<file path="config.mk">
export PLATFORM = sky130hd
export DESIGN_NAME = dram_mode_inject
export DESIGN_NICKNAME = d
export VERILOG_FILES = /design/src/rtl/dmi_pkg.sv /design/src/rtl/dmi_mode_ctrl.sv /design/src/rtl/dmi_pchg_track.sv /design/src/rtl/dmi_cmd_seq.sv /design/src/rtl/dram_mode_inject.sv
export SDC_FILE = /design/constraint.sdc
export NUM_CORES = 1
export LEC_CHECK = 0
export ABC_AREA = 1
export BUFFER_PORTS_ARGS = -buffer_cell sky130_fd_sc_hd__buf_2
export CORE_UTILIZATION = 54
export DETAILED_ROUTE_END_ITERATION = 8
export PLACE_DENSITY = 0.83
export SYNTH_ARGS = -nofsm -noshare
export SYNTH_HDL_FRONTEND = slang
export SYNTH_SLANG_ARGS = --single-unit
export TNS_END_PERCENT = 5
</file>
<file path="constraint.sdc">
create_clock -name clk_i -period 3.45 [get_ports clk_i]
set_clock_uncertainty 0.2 [all_clocks]
set_input_delay 0.69 -clock clk_i [delete_from_list [all_inputs] [get_ports clk_i]]
set_output_delay 0.69 -clock clk_i [all_outputs]
set_load 0.02 [all_outputs]
</file>
<file path="src/rtl/dmi_pkg.sv">
package dmi_pkg;
  typedef enum logic [3:0] {
    CMD_NOP  = 4'd0,
    CMD_ACT  = 4'd1,
    CMD_RD   = 4'd2,
    CMD_WR   = 4'd3,
    CMD_PREA = 4'd4,
    CMD_LMR  = 4'd5,
    CMD_REF  = 4'd6,
    CMD_EMRS = 4'd7,
    CMD_DPD  = 4'd8,
    CMD_MRW  = 4'd9
  } dmi_cmd_e;

  typedef enum logic [2:0] {
    MODE_NORMAL = 3'd0,
    MODE_NOP    = 3'd1,
    MODE_PREA   = 3'd2,
    MODE_LMR    = 3'd3,
    MODE_REF    = 3'd4,
    MODE_EMRS   = 3'd5,
    MODE_DPD    = 3'd6,
    MODE_MRW    = 3'd7
  } dmi_mode_e;
endpackage

</file>
<file path="src/rtl/dmi_mode_ctrl.sv">
module dmi_mode_ctrl
  import dmi_pkg::*;
#(
  parameter int CFG_W = 16,
  parameter int SEL_W = 8
) (
  input  logic             clk_i,
  input  logic             rst_ni,
  input  logic             cfg_we_i,
  input  logic [CFG_W-1:0] cfg_wdata_i,
  input  logic             accept_i,
  input  logic             acc_we_i,
  output dmi_mode_e        eff_mode_o,
  output logic [SEL_W-1:0] sel_o
);
  localparam int SEL_LSB = CFG_W - SEL_W;

  dmi_mode_e        pend_q, act_q;
  logic             pend_v_q;
  logic [SEL_W-1:0] sel_q;
  logic             promote;

  // armed mode is promoted by, and already applies to, the next host write
  assign promote    = acc_we_i && pend_v_q;
  assign eff_mode_o = promote ? pend_q : act_q;
  assign sel_o      = sel_q;

  always_ff @(posedge clk_i or negedge rst_ni) begin
    if (!rst_ni) begin
      pend_q   <= MODE_NORMAL;
      act_q    <= MODE_NORMAL;
      pend_v_q <= 1'b0;
      sel_q    <= '0;
    end else begin
      if (accept_i && promote) begin
        act_q    <= pend_q;
        pend_v_q <= 1'b0;
      end
      if (cfg_we_i) begin
        pend_q   <= dmi_mode_e'(cfg_wdata_i[2:0]);
        pend_v_q <= 1'b1;
        sel_q    <= cfg_wdata_i[SEL_LSB +: SEL_W];
      end
    end
  end
endmodule

</file>
<file path="src/rtl/dmi_pchg_track.sv">
module dmi_pchg_track
  import dmi_pkg::*;
(
  input  logic     clk_i,
  input  logic     rst_ni,
  input  dmi_cmd_e cmd_i,
  output logic     pchg_o
);
  always_ff @(posedge clk_i or negedge rst_ni) begin
    if (!rst_ni)                pchg_o <= 1'b0;
    else if (cmd_i == CMD_PREA) pchg_o <= 1'b1;
    else if (cmd_i == CMD_ACT)  pchg_o <= 1'b0;
  end
endmodule

</file>
<file path="src/rtl/dmi_cmd_seq.sv">
module dmi_cmd_seq
  import dmi_pkg::*;
#(
  parameter int BANK_W = 3,
  parameter int ROW_W  = 14,
  parameter int COL_W  = 10,
  parameter int SEL_W  = 8
) (
  input  logic                          clk_i,
  input  logic                          rst_ni,
  input  logic                          req_i,
  input  logic                          we_i,
  input  logic [BANK_W+ROW_W+COL_W-1:0] addr_i,
  input  dmi_mode_e                     mode_i,
  input  logic [SEL_W-1:0]              sel_i,
  input  logic                          pchg_i,
  output logic                          accept_o,
  output dmi_cmd_e                      cmd_o,
  output logic [BANK_W-1:0]             bank_o,
  output logic [ROW_W-1:0]              addr_o,
  output logic                          ack_o,
  output logic                          err_o
);
  localparam int ROW_LSB  = COL_W;
  localparam int BANK_LSB = COL_W + ROW_W;

  logic [BANK_W-1:0] h_bank;
  logic [ROW_W-1:0]  h_row;
  logic [COL_W-1:0]  h_col;
  logic              col_q, we_q;
  logic [BANK_W-1:0] sv_bank_q;
  logic [COL_W-1:0]  sv_col_q;

  dmi_cmd_e          n_cmd;
  logic [BANK_W-1:0] n_bank;
  logic [ROW_W-1:0]  n_addr;
  logic              n_ack, n_col, n_err;

  assign h_bank   = addr_i[BANK_LSB +: BANK_W];
  assign h_row    = addr_i[ROW_LSB +: ROW_W];
  assign h_col    = addr_i[0 +: COL_W];
  assign accept_o = req_i && !ack_o && !col_q;

  always_comb begin
    n_cmd  = CMD_NOP;
    n_bank = '0;
    n_addr = '0;
    n_ack  = 1'b0;
    n_col  = 1'b0;
    n_err  = err_o;
    if (col_q) begin
      n_cmd  = we_q ? CMD_WR : CMD_RD;
      n_bank = sv_bank_q;
      n_addr[COL_W-1:0] = sv_col_q;
      n_ack  = 1'b1;
    end else if (accept_o) begin
      n_ack = 1'b1;
      unique case (mode_i)
        MODE_NORMAL: begin
          n_cmd  = CMD_ACT;
          n_bank = h_bank;
          n_addr = h_row;
          n_ack  = 1'b0;
          n_col  = 1'b1;
        end
        MODE_NOP:  n_cmd = CMD_NOP;
        MODE_PREA: n_cmd = CMD_PREA;
        MODE_LMR: begin
          n_cmd  = CMD_LMR;
          n_addr = h_row;
        end
        MODE_REF: begin
          if (pchg_i) n_cmd = CMD_REF;
          else        n_err = 1'b1;
        end
        MODE_EMRS: begin
          n_cmd  = CMD_EMRS;
          n_bank = h_bank;
          n_addr = h_row;
        end
        MODE_DPD: n_cmd = CMD_DPD;
        MODE_MRW: begin
          n_cmd = CMD_MRW;
          n_addr[SEL_W-1:0] = sel_i;
        end
        default: n_cmd = CMD_NOP;
      endcase
    end
  end

  always_ff @(posedge clk_i or negedge rst_ni) begin
    if (!rst_ni) begin
      cmd_o     <= CMD_NOP;
      bank_o    <= '0;
      addr_o    <= '0;
      ack_o     <= 1'b0;
      err_o     <= 1'b0;
      col_q     <= 1'b0;
      we_q      <= 1'b0;
      sv_bank_q <= '0;
      sv_col_q  <= '0;
    end else begin
      cmd_o  <= n_cmd;
      bank_o <= n_bank;
      addr_o <= n_addr;
      ack_o  <= n_ack;
      err_o  <= n_err;
      col_q  <= n_col;
      if (accept_o) begin
        we_q      <= we_i;
        sv_bank_q <= h_bank;
        sv_col_q  <= h_col;
      end
    end
  end
endmodule

</file>
<file path="src/rtl/dram_mode_inject.sv">
module dram_mode_inject
  import dmi_pkg::*;
#(
  parameter int BANK_W = 3,
  parameter int ROW_W  = 14,
  parameter int COL_W  = 10,
  parameter int CFG_W  = 16,
  parameter int SEL_W  = 8,
  localparam int ADDR_W = BANK_W + ROW_W + COL_W
) (
  input  logic              clk_i,
  input  logic              rst_ni,
  input  logic              cfg_we_i,
  input  logic [CFG_W-1:0]  cfg_wdata_i,
  input  logic              host_req_i,
  input  logic              host_we_i,
  input  logic [ADDR_W-1:0] host_addr_i,
  output logic              host_ack_o,
  output logic [3:0]        cmd_o,
  output logic [BANK_W-1:0] cmd_bank_o,
  output logic [ROW_W-1:0]  cmd_addr_o,
  output logic              pchg_all_o,
  output logic              err_o
);
  dmi_mode_e        eff_mode;
  logic [SEL_W-1:0] sel;
  logic             accept;
  dmi_cmd_e         cmd;

  assign cmd_o = cmd;

  dmi_mode_ctrl #(.CFG_W(CFG_W), .SEL_W(SEL_W)) u_mode (
    .clk_i      (clk_i),
    .rst_ni     (rst_ni),
    .cfg_we_i   (cfg_we_i),
    .cfg_wdata_i(cfg_wdata_i),
    .accept_i   (accept),
    .acc_we_i   (host_we_i),
    .eff_mode_o (eff_mode),
    .sel_o      (sel)
  );

  dmi_cmd_seq #(.BANK_W(BANK_W), .ROW_W(ROW_W), .COL_W(COL_W), .SEL_W(SEL_W)) u_seq (
    .clk_i   (clk_i),
    .rst_ni  (rst_ni),
    .req_i   (host_req_i),
    .we_i    (host_we_i),
    .addr_i  (host_addr_i),
    .mode_i  (eff_mode),
    .sel_i   (sel),
    .pchg_i  (pchg_all_o),
    .accept_o(accept),
    .cmd_o   (cmd),
    .bank_o  (cmd_bank_o),
    .addr_o  (cmd_addr_o),
    .ack_o   (host_ack_o),
    .err_o   (err_o)
  );

  dmi_pchg_track u_track (
    .clk_i (clk_i),
    .rst_ni(rst_ni),
    .cmd_i (cmd),
    .pchg_o(pchg_all_o)
  );
endmodule

</file>
# Yosys cells after proc, flatten, opt, wreduce, memory -nomap -nowiden
# Cells that the tools add are included.
# word_totals
reg_bits	54
inputBits	48
output_inout_bits	24
word_cells	61
# classes
n_eq_ne	9
muxes	24
n_bitwise	2
n_reduce_logical	12
# op_table
operator	n
$pmux W4 S8	1
$pmux W8 S2	1
$mux W3	5
$mux W14	1
$eq A3 B3 Y1 const B	4
$mux W4	3
$mux W1	11
$mux W10	1
$eq A3 B2 Y1 const B	2
$mux W6	1
$eq A4 B1 Y1 const B	1
$eq A4 B3 Y1 const B	1
$logic_and A1 B1 Y1	4
$reduce_and A4 Y1	1
$reduce_bool A2 Y1	2
$eq A3 B1 Y1 const B	1
$logic_not A3 Y1	1
$reduce_or A3 Y1	1
$logic_not A1 Y1	2
$not A1 Y1	2
$reduce_or A2 Y1	1

# Longest topological paths before layout
# depth
word_depth	7
depth_mapped	11
mapped_depth_nobuf	9

# Modules after synthesis
# From an unflattened synthesis, not the netlist that was laid out.
# hier_totals
hier_cells	255
hier_area_um2	2229.6
# by_module_without_submodules
mod	instances	cells_each	area_per_inst_um2	seq_area_each_um2
dmi_cmd_seq	1	178	1561.5	950.9
dmi_mode_ctrl	1	69	613.1	375.4
dmi_pchg_track	1	8	55.1	25.0

# Least setup slack after synthesis
# OpenSTA, ideal clock, no wires.
# synth_timing
kind	input-to-reg
startpoint	input port host_we_i
endpoint	register u_seq.addr_o[5]
arrival_ps	1511
required_ps	3133
path_slack_ps	1622
cell_stages	11
cell_sequence	buf_6 -> nand2_8 -> nand2_2 -> nand2_2 -> nand3_2 -> nand3_4 -> buf_6 -> nand2_1 -> nand2_1 -> nand2_1 -> nand2_1
# synth_between
elab_chain_len	7
word_cells_on_any_way	10
classes_between	3 x eq/ne; 4 x mux; 3 x reduce/logical
# synth_rtl
item	line_no	source
start: declaration	dram_mode_inject.sv:16	input logic host_we_i,
$logic_and A1 B1 Y1 *	dmi_mode_ctrl.sv:24	assign promote = acc_we_i && pend_v_q;
$mux W3 *	dmi_mode_ctrl.sv:25	assign eff_mode_o = promote ? pend_q : act_q;
$eq A3 B2 Y1, or another cell as far along	dmi_cmd_seq.sv:58	unique case (mode_i)
$reduce_or A3 Y1 (no source line)	-	
$pmux W8 S2 *	dmi_cmd_seq.sv:58	
$mux W14 *	dmi_cmd_seq.sv:56	end else if (accept_o) begin
$mux W10 *	dmi_cmd_seq.sv:51	if (col_q) begin
via u_seq.n_addr[5]	dmi_cmd_seq.sv:36	logic [ROW_W-1:0] n_addr;
end signal: assignment	dmi_cmd_seq.sv:105	addr_o <= n_addr;
end: declaration	dmi_cmd_seq.sv:20	output logic [ROW_W-1:0] addr_o,
# The timed path passes the listed nets; every way through them passes the cells marked *.
# A chain may end at the register's enable or synchronous reset.

# Final worst setup path
# layout_timing
startpoint	register u_seq.col_q
endpoint	register u_mode.act_q[1]
# layout_between
elab_chain_len	3
# layout_rtl
item	line_no	source
start: declaration	dmi_cmd_seq.sv:30	logic col_q, we_q;
start signal: assignment	dmi_cmd_seq.sv:108	col_q <= n_col;
$logic_not A1 Y1	dmi_cmd_seq.sv:42	assign accept_o = req_i && !ack_o && !col_q;
$logic_and A1 B1 Y1	dmi_cmd_seq.sv:42	
$logic_and A1 B1 Y1	dmi_mode_ctrl.sv:35	if (accept_i && promote) begin
end signal: assignment	dmi_mode_ctrl.sv:36	act_q <= pend_q;
end: declaration	dmi_mode_ctrl.sv:18	dmi_mode_e pend_q, act_q;
# No other way between the ends.

==> metrics.yaml <==
dr.pass1.iters: 4
drt_iter0_drc: 190
tightest_slew_ns: 0.619
synth_seq_cells: 54
synth_compound_area_share_pct: 4.91
critPathCaptureType: "flip-flop"
crit_path_start: "u_seq.col_q"
h-tree-depth: 2
grt_usage_pct: 22.2
clock-sinks: 54
cts_resized: 0
rrSetupSlack_ns: 1.37
syn_nets: 313
avgViaCountPerCell: 4.89
gp_congestion: 0.715
status: "complete, no violations"
dieArea_mm2: 0.00451
avgSynthCellArea_um2: 8.66
nets: 379
critPathKind: "reg2reg"
grt_pass1_vias: 1647
setup-violations-final: 0
cap_violations: 0
yosys_warnings: 0
n_antenna_cell: 0
wl_per_cell_um: 11.9
yosys.area_share.simple_pct: 30.6
pin_count: 72
ant_nets: 0
holdBufCountCts: 0
io_buffers: 66
final_hold_viol_count: 0
via_count: 1864
grt_pass1_wl_mm: 7.24
clkSlewWorstSetupHoldPaths_ns: 0.09
synth_cell_types: 24
synthMuxAreaShare_pct: 0
wl_met2_mm: 2.23
drt-met1-wl_mm: 1.93
start_util_pct: 57.0
clk_latency_ns: 0.31
rows: 23
top_layer: "met4"
p_leak_uw: 0.00161
netlist_area_mm2: 0.00229
layout.cells.non_filler: 381
synth_xor_area_share_pct: 0
cts_buffers: 5
rsz0062_at_grt: "no"
cp_data_arrival_time_ns: 2.06
synth_top_family_by_area: "simple AND/OR/NAND/NOR gates"
syn_inst: 265
cp_max_fo: 33
grt_max_degree: 34
postLayoutCoreUtil_pct: 67.8
r2r_cells: 5
placed_cells: 374
power_density_mw_per_mm2: 649
slew_headroom_pct: 58.7
startpoint_type: "flip-flop"
drive_above_1_share_pct: 26.3
grt_antenna_before_repair: 0
dieWidth_um: 67.2
final_cell_mix: "nand2_1, buf_2, dfrtp_1, inv_1, nand3_1"
cts_setup_buffers: 0
clock.fmax_mhz: 482
post-dp-hpwl_mm: 3.29
clock_path_buffers: 2
fin_crit_sh_pct: 60.1
routed_wl_mm: 4.55
route.detailed.drc: 0
r2r-end: "u_mode.act_q[1]"
maxSlewViolCount: 0
gr-total-overflow: 0
crit_end: "u_mode.act_q[1]"
hold_path.class: "in2async"
seq_area_frac_synth_pct: 58.9
reg2reg_from: "u_seq.col_q"
cp.required_ns: 3.43
peakVddDrop_uv: 269
finalSetupTns_ns: 0
min_period_ns: 2.08
wl_met3_um: 322
synthAdderAreaFrac_pct: 0
cts_root_buf: "clkbuf_8"
fp.coreArea_mm2: 0.00403
tritoncts: "yes"
synthToLayoutAreaGrowth_pct: 19.0
dieHeight_um: 67.2
layout_commonest_cell: "nand2_1"
[logic make-up after synthesis]
group | count (synthesis)
AOI/OAI and AO/OA | 20
buffers and inverters | 28
DFF | 54
and+or+nand+nor | 163
[per-stage QoR]
step                      hold slack [ns]  cell area, um^2  setup WS [ns]  total power [uW]
after floorplan                     0.194             2290           1.62              1280
after global placement              0.242             2650           1.32              1430
after detailed placement            0.248             2650           1.27              1460
after CTS                           0.207             2730           1.36              1790
after global routing                0.229             2730           1.16              1900
final                               0.188             2730           1.37              1770
[cell usage after synthesis]
cell	count	share of area [%]
nor2_4	1	0.49
dfrtp_1	54	59
o31ai_1	1	0.33
o21ai_1	1	0.22
o22ai_1	3	0.82
clkinv_1	1	0.16
o41ai_1	1	0.38
nor2_1	6	0.98
inv_2	1	0.16
a21oi_1	2	0.44
nand2_8	1	0.87
o21ai_0	11	2.4
nand3_2	3	1.3
nand2_1	133	22
nor2_2	1	0.27
buf_2	1	0.22
clkbuf_1	5	0.82
nand2_2	4	1.1
nand3_4	1	0.76
nand3_1	12	2.6
buf_6	3	1.5
nor3_2	1	0.44
a21o_1	1	0.33
inv_1	17	2.8
[worst min-delay path by stage]
stage	from	end	slack (ns)	depth (start not counted)
6_report	rst_ni	u_seq.addr_o[12]	0.19	1
5_1_grt	rst_ni	u_seq.addr_o[12]	0.23	1
4_1_cts	rst_ni	u_seq.addr_o[13]	0.21	1
3_5_place_dp	u_seq.err_o	u_seq.err_o	0.25	1
3_3_place_gp	u_seq.err_o	u_seq.err_o	0.24	1
2_1_floorplan	rst_ni	u_mode.act_q[0]	0.19	0
[sequential cells by signal, indices dropped and copies added, names as in the netlist, 3 cells and up]
name,cells
u_mode.act_q,3
u_mode.pend_q,3
u_mode.sel_o,8
u_seq.addr_o,14
u_seq.bank_o,3
u_seq.cmd_o,4
u_seq.sv_bank_q,3
u_seq.sv_col_q,10
[worst max-delay path, cell delays in order, from the launching register on]
cell and delay, ns:
dfrtp_1 0.58, nor3_4 0.25, buf_4 0.33, inv_2 0.22
nor2_2 0.24, o21ai_0 0.12
[final cells by class]
type                            instances  area (um^2)
Sequential cell                        54         1350
Timing Repair Buffer                   68          345
Clock buffer                            6         72.6
Fill cell                             339         1300
Multi-Input combinational cell        183          821
Tap cell                               50         62.6
Clock inverter                          1         7.51
Inverter                               19         71.3
[power by group]
part	total (uW)	switching (uW)	internal, uW
Sequential	889	94.2	795
Clock	330	191	139
Combinational	553	371	182
Total	1770	657	1120
[layer usage]
layer	GRT usage, %	vias to the layer above
met4	8.78	0
met2	35.8	66
met1	28.1	843
met5	0	-
li1	-	948
met3	6.59	7
Power figures use the tool's default switching activity.
